`config.mk`:
```
export PLATFORM = sky130hd
export DESIGN_NAME = vs_serializer
export DESIGN_NICKNAME = d
export VERILOG_FILES = /design/src/rtl/vs_pkg.sv /design/src/rtl/vs_row_buf.sv /design/src/rtl/vs_seq_ctrl.sv /design/src/rtl/vs_serializer.sv
export SDC_FILE = /design/constraint.sdc
export NUM_CORES = 2
export LEC_CHECK = 0
export BUFFER_PORTS_ARGS = -buffer_cell sky130_fd_sc_hd__buf_4
export CAP_MARGIN = 10
export CELL_PAD_IN_SITES_DETAIL_PLACEMENT = 0
export CELL_PAD_IN_SITES_GLOBAL_PLACEMENT = 1
export CORE_ASPECT_RATIO = 1.75
export CORE_UTILIZATION = 47
export CTS_BUF_LIST = sky130_fd_sc_hd__clkbuf_4 sky130_fd_sc_hd__clkbuf_8
export DETAILED_ROUTE_END_ITERATION = 10
export PLACE_DENSITY = 0.91
export SLEW_MARGIN = 0
export SYNTH_ARGS = -nofsm -noshare
export SYNTH_HDL_FRONTEND = slang
export SYNTH_SLANG_ARGS = --single-unit
```
`constraint.sdc`:
```
create_clock -name clk -period 3 [get_ports clk]
set_clock_uncertainty 0.1 [all_clocks]
set_input_delay 0.45 -clock clk [delete_from_list [all_inputs] [get_ports clk]]
set_output_delay 0.45 -clock clk [all_outputs]
set_load 0.05 [all_outputs]
```
`src/rtl/vs_pkg.sv`:
```
// Package: shared constants and types for the video row serializer.
// Assumes exactly two row buffers used in ping-pong fashion.
package vs_pkg;
    localparam int N_BUF = 2;
    typedef logic [N_BUF-1:0] buf_mask_t;
endpackage

```
`src/rtl/vs_row_buf.sv`:
```
// Module: one row-wide buffer. It loads a row in parallel and shifts it
// towards bit 0 one bit per enabled cycle.
// Assumes the controller never loads and shifts the same buffer in one cycle.
module vs_row_buf #(
    parameter int ROW_W = 512
) (
    input  logic             clk,
    input  logic             rst_n,
    input  logic             load_en,
    input  logic [ROW_W-1:0] load_data,
    input  logic             shift_en,
    output logic             head
);
    logic [ROW_W-1:0] data_q;

    // Holds the row: parallel load, or a right shift that exposes the next column.
    always_ff @(posedge clk) begin
        if (!rst_n) begin
            data_q <= '0;
        end else if (load_en) begin
            data_q <= load_data;
        end else if (shift_en) begin
            data_q <= {1'b0, data_q[ROW_W-1:1]};
        end
    end

    assign head = data_q[0];

    // the buffer being loaded is never the buffer being shifted
    a_r8_no_clash: assert property (@(posedge clk) disable iff (!rst_n)
        !(load_en && shift_en));
endmodule

```
`src/rtl/vs_seq_ctrl.sv`:
```
// Module: ping-pong sequencer. It tracks which buffers are full, the fill
// and drain pointers, and the bit position in the active row, and it
// raises the request, underrun and overrun flags.
// Assumes one load strobe and one shift enable per cycle.
module vs_seq_ctrl
    import vs_pkg::*;
#(
    parameter int ROW_W = 512
) (
    input  logic      clk,
    input  logic      rst_n,
    input  logic      load_stb,
    input  logic      shift_en,
    output buf_mask_t load_sel,
    output buf_mask_t shift_sel,
    output logic      act,
    output buf_mask_t full,
    output logic      row_req,
    output logic      underrun,
    output logic      overrun
);
    localparam int PW = (ROW_W > 1) ? $clog2(ROW_W) : 1;
    localparam logic [PW-1:0] LAST = PW'(ROW_W - 1);

    logic          wr_sel;
    logic [PW-1:0] pos;
    logic          load_ok, shift_ok, at_last;
    buf_mask_t     drained;

    assign load_ok  = load_stb && !full[wr_sel];
    assign shift_ok = shift_en && full[act];
    assign at_last  = (pos == LAST);

    // Decodes the accepted load and shift into one strobe per buffer.
    always_comb begin
        load_sel  = '0;
        shift_sel = '0;
        if (load_ok)  load_sel[wr_sel] = 1'b1;
        if (shift_ok) shift_sel[act]   = 1'b1;
    end

    assign drained = at_last ? shift_sel : '0;

    // Full flags: set by an accepted load, cleared when the last bit leaves.
    always_ff @(posedge clk) begin
        if (!rst_n) full <= '0;
        else        full <= (full & ~drained) | load_sel;
    end

    // Fill pointer: moves to the other buffer after each accepted load.
    always_ff @(posedge clk) begin
        if (!rst_n)       wr_sel <= 1'b0;
        else if (load_ok) wr_sel <= ~wr_sel;
    end

    // Drain pointer and bit position: the position wraps to the other buffer after the last column.
    always_ff @(posedge clk) begin
        if (!rst_n) begin
            act <= 1'b0;
            pos <= '0;
        end else if (shift_ok) begin
            if (at_last) begin
                act <= ~act;
                pos <= '0;
            end else begin
                pos <= pos + 1'b1;
            end
        end
    end

    // Underrun: set by a shift with no data, cleared when the active buffer is filled.
    always_ff @(posedge clk) begin
        if (!rst_n)                          underrun <= 1'b0;
        else if (load_ok && (wr_sel == act)) underrun <= 1'b0;
        else if (shift_en && !full[act])     underrun <= 1'b1;
    end

    // Overrun: sticky record of a load that hit a full buffer.
    always_ff @(posedge clk) begin
        if (!rst_n)                           overrun <= 1'b0;
        else if (load_stb && full[wr_sel])    overrun <= 1'b1;
    end

    assign row_req = ~&full;

    // the bit position never runs past the last column
    a_r3_pos_range: assert property (@(posedge clk) disable iff (!rst_n)
        pos <= LAST);
    // draining a row always frees a buffer for the sequencer
    a_r5_req_after_drain: assert property (@(posedge clk) disable iff (!rst_n)
        (shift_ok && at_last) |=> row_req);
    // overrun is sticky until reset
    a_r7_overrun_sticky: assert property (@(posedge clk) disable iff (!rst_n)
        overrun |=> overrun);
endmodule

```
`src/rtl/vs_serializer.sv`:
```
// Module: top of the ping-pong video row serializer. It instantiates two
// row buffers and the sequencer, and selects the serial bit from the active buffer.
// Assumes load_row is valid in the cycle load_stb is high.
module vs_serializer
    import vs_pkg::*;
#(
    parameter int ROW_W = 512
) (
    input  logic             clk,
    input  logic             rst_n,
    input  logic             load_stb,
    input  logic [ROW_W-1:0] load_row,
    input  logic             shift_en,
    output logic             ser_out,
    output logic             row_req,
    output logic             underrun,
    output logic             overrun
);
    buf_mask_t load_sel, shift_sel, full, heads;
    logic      act;

    vs_seq_ctrl #(.ROW_W(ROW_W)) u_ctrl (
        .clk(clk), .rst_n(rst_n), .load_stb(load_stb), .shift_en(shift_en),
        .load_sel(load_sel), .shift_sel(shift_sel), .act(act), .full(full),
        .row_req(row_req), .underrun(underrun), .overrun(overrun)
    );

    for (genvar i = 0; i < N_BUF; i++) begin : g_buf
        vs_row_buf #(.ROW_W(ROW_W)) u_buf (
            .clk(clk), .rst_n(rst_n), .load_en(load_sel[i]),
            .load_data(load_row), .shift_en(shift_sel[i]), .head(heads[i])
        );
    end

    // Output select: the active head bit, forced to 0 when that buffer is empty.
    always_comb ser_out = full[act] ? heads[act] : 1'b0;

    // an underrunning stream stays silent
    a_r6_silent_underrun: assert property (@(posedge clk) disable iff (!rst_n)
        underrun |-> !ser_out);
endmodule

```
==> results.cfg <==
[finish]
drive_gt1_share_pct = 13.6
final_area_um2 = 55900
nets = 7013
post-route-util_pct = 61.7
fin_cells = 7833
syn_to_final_growth_pct = 30.2
fillers = 7965

[cts]
clk_latency_ns = 0.84
cts_hold_buf = 515
ctsRootBufferMaster = clkbuf_8
postCtsSetupRepairBufs = 0
numCtsBuffers = 155
htreeDepth = 4
cts_resized = 0
clkSlewWorstSetupHoldPaths_ns = 0.07
clock_path_buffers = 3
cts_tree = done
clock-sinks = 1039

[worst_setup_path]
endpoint_kind = primary output
critical_path.reg2reg.startpoint = u_ctrl.act$_SDFFE_PN0P_
start_kind = flop
startpoint = u_ctrl.full[0]$_SDFF_PN0_
worst-path-max-fanout = 10
worstPathRequired_ns = 2.45
cp_data_arrival_time_ns = 2.08
critPathKind = flop to primary output

[power]
total_power_uw = 32700
irDropWorstVdd_v = 0.000470
p_leak_uw = 0.0199
p_per_area_nw_per_um2 = 584

[yosys]
synth_ff_type = dfxtp_1
ys_ff_latch = 1039
postSynthCellCount = 5780
syn_nets = 6299
syn_area_um2 = 43000
synth_edf_count = 0
ys_seq_area_share_pct = 48.4
ys_warn_count = 0
async_flop_share_pct = 0
synth_cell_types = 27
syn_avg_cell_area_um2 = 7.44

[sta]
tightest_slew_ns = 0.705
max_freq_mhz = 381
finalSetupTns_ns = 0
setup_violations = 0
slew_viol_final = 0
hold_viol = 0
rsz0062_at_grt = false
fin_crit_ns = 2.63
period_share_pct = 87.5
relSlewSlack_pct = 53.0

[detailed_routing]
vias = 44000
dr.pass1.iters = 7
post-route-drc-count = 0
via_per_inst = 5.62
wl_mm = 131
first_iter_violations = 3222
ant_nets = 0
wl_per_cell_um = 16.7

[floorplanning]
core_um2 = 90600
dieHeight_um = 402
num_rows = 146
start_util_pct = 47.4
die_area_um2 = 92700
dieWidth_um = 231
io_pins = 520

[global_route]
grt_max_degree = 182
grt_pass1_vias = 42000
grt.overflow.total = 0
grt_antenna_before_repair = 35
grt_use_total_pct = 27.4
grt_first_pass_wirelength_mm = 212

[hold_path]
min_path_type = flop to flop
hp-start = g_buf[1].u_buf.data_q[313]$_SDFFE_PN0P_

[placed_design]
dp_cells = 7006
hpwl_mm = 77.7
postPlaceCellArea_um2 = 47300
portBuffers = 519
gp_congestion = 0.813

[outcome]
status = finished, final reports clean

[job]
maxCapViolations = 0
==> registers in the layout (all words and copies together), names as in the netlist <==
name                flops
u_ctrl.full             2
u_ctrl.underrun         1
u_ctrl.pos              9
g_buf.u_buf.data_q   1024
u_ctrl.overrun          1
u_ctrl.act              1
u_ctrl.wr_sel           1
==> cell usage after synthesis (2+ instances only) <==
cell	n	area [um2]
buf_4	3	22.5
o21ai_0	1030	5150
or3_1	2	12.5
a21oi_1	16	80.1
clkbuf_1	388	1460
ha_1	3	37.5
inv_1	2	7.51
buf_2	136	681
or4_1	5	37.5
dfxtp_1	1039	20800
and3b_1	2	17.5
nand2_1	2051	7700
buf_1	21	78.8
nand3b_1	4	30.0
nor2_1	6	22.5
nand4_1	3	18.8
o31ai_1	4	30.0
buf_6	26	293
a31oi_1	1023	6400
nand3_1	9	45.0
==> cell families after synthesis <==
family	Yosys count	share of synthesized area (%)
flip-flops	1039	48.4
AO/OA/AOI/OAI	2075	27.2
buffers and inverters	577	5.92
AND/OR/NAND/NOR	2084	18.4
adder cells (fa/ha/maj)	3	0.0873
multiplexers	2	0.0495
==> worst max-delay path, cell delays in order, from the launching register on <==
cell and delay (ns):
dfxtp_1 0.52, nand2_1 0.09, o21ai_0 0.36, buf_4 0.28
==> stage by stage <==
stage | hold slack, ns | setup WS [ns]
final | 0.328 | 0.374
after global routing | 0.332 | 0.221
after CTS | 0.273 | 0.287
after detailed placement | 0.360 | 0.834
after global placement | 0.356 | 0.854
after floorplan | 0.348 | 0.894
==> report_power, final <==
group | internal (uW) | switching (uW) | total [uW]
Sequential | 15100 | 648 | 15700
Clock | 6860 | 5720 | 12600
Combinational | 1990 | 2400 | 4390
Total | 23900 | 8760 | 32700
==> cell usage in the layout (no fill, tap or decap) <==
cell and instances:
nand2_1 2051, dfxtp_1 1039, o21ai_0 1030, a31oi_1 1023, buf_4 559, dlygate4sd3_1 515
clkbuf_8 214, buf_12 56, clkbuf_4 41, diode_2 37, a21oi_1 16, clkinv_2 11
nand3_1 8, nor2_1 6, or4_1 5, nand3b_1 4, o31ai_1 4, nand4_1 3
ha_1 3, clkinvlp_4 3, or3_1 2, inv_1 2, clkinv_8 2, inv_6 2
or3b_4 1, and3b_4 1, and3_4 1, nand3_4 1, mux2i_1 1, o21ai_1 1
clkinv_1 1, mux2_2 1, and3b_1 1, a2111oi_0 1, inv_12 1, inv_8 1
buf_8 1
==> layer usage <==
metal | global-route usage (%) | vias to the layer above | share of wire (%)
li1 | - | 21600 | -
met5 | 0 | - | 0.071
met4 | 10.7 | 16 | 3.3
met1 | 34.3 | 20800 | 42
met3 | 6.01 | 309 | 6.5
met2 | 45.6 | 1388 | 48
==> worst paths after layout <==
check,cells past startpoint,slack (ns),endpoint
max reg2reg,4,0.77,g_buf[1].u_buf.data_q[412]$_SDFFE_PN0P_
min reg2reg,2,0.33,g_buf[1].u_buf.data_q[312]$_SDFFE_PN0P_
max,3,0.37,ser_out
min,2,0.33,g_buf[1].u_buf.data_q[312]$_SDFFE_PN0P_
==> final cells by class <==
class | count | area (um2) | area share (%)
clock inverters | 20 | 155 | 0.277
well taps | 1184 | 1480 | 2.65
repair buffers | 1131 | 10500 | 18.7
inverters | 3 | 11.3 | 0.0201
diodes | 37 | 92.6 | 0.166
flip-flops and latches | 1039 | 20800 | 37.2
clock buffers | 255 | 3250 | 5.82
multi-input cells | 4164 | 19700 | 35.1
(Power assumes the default switching activity.)
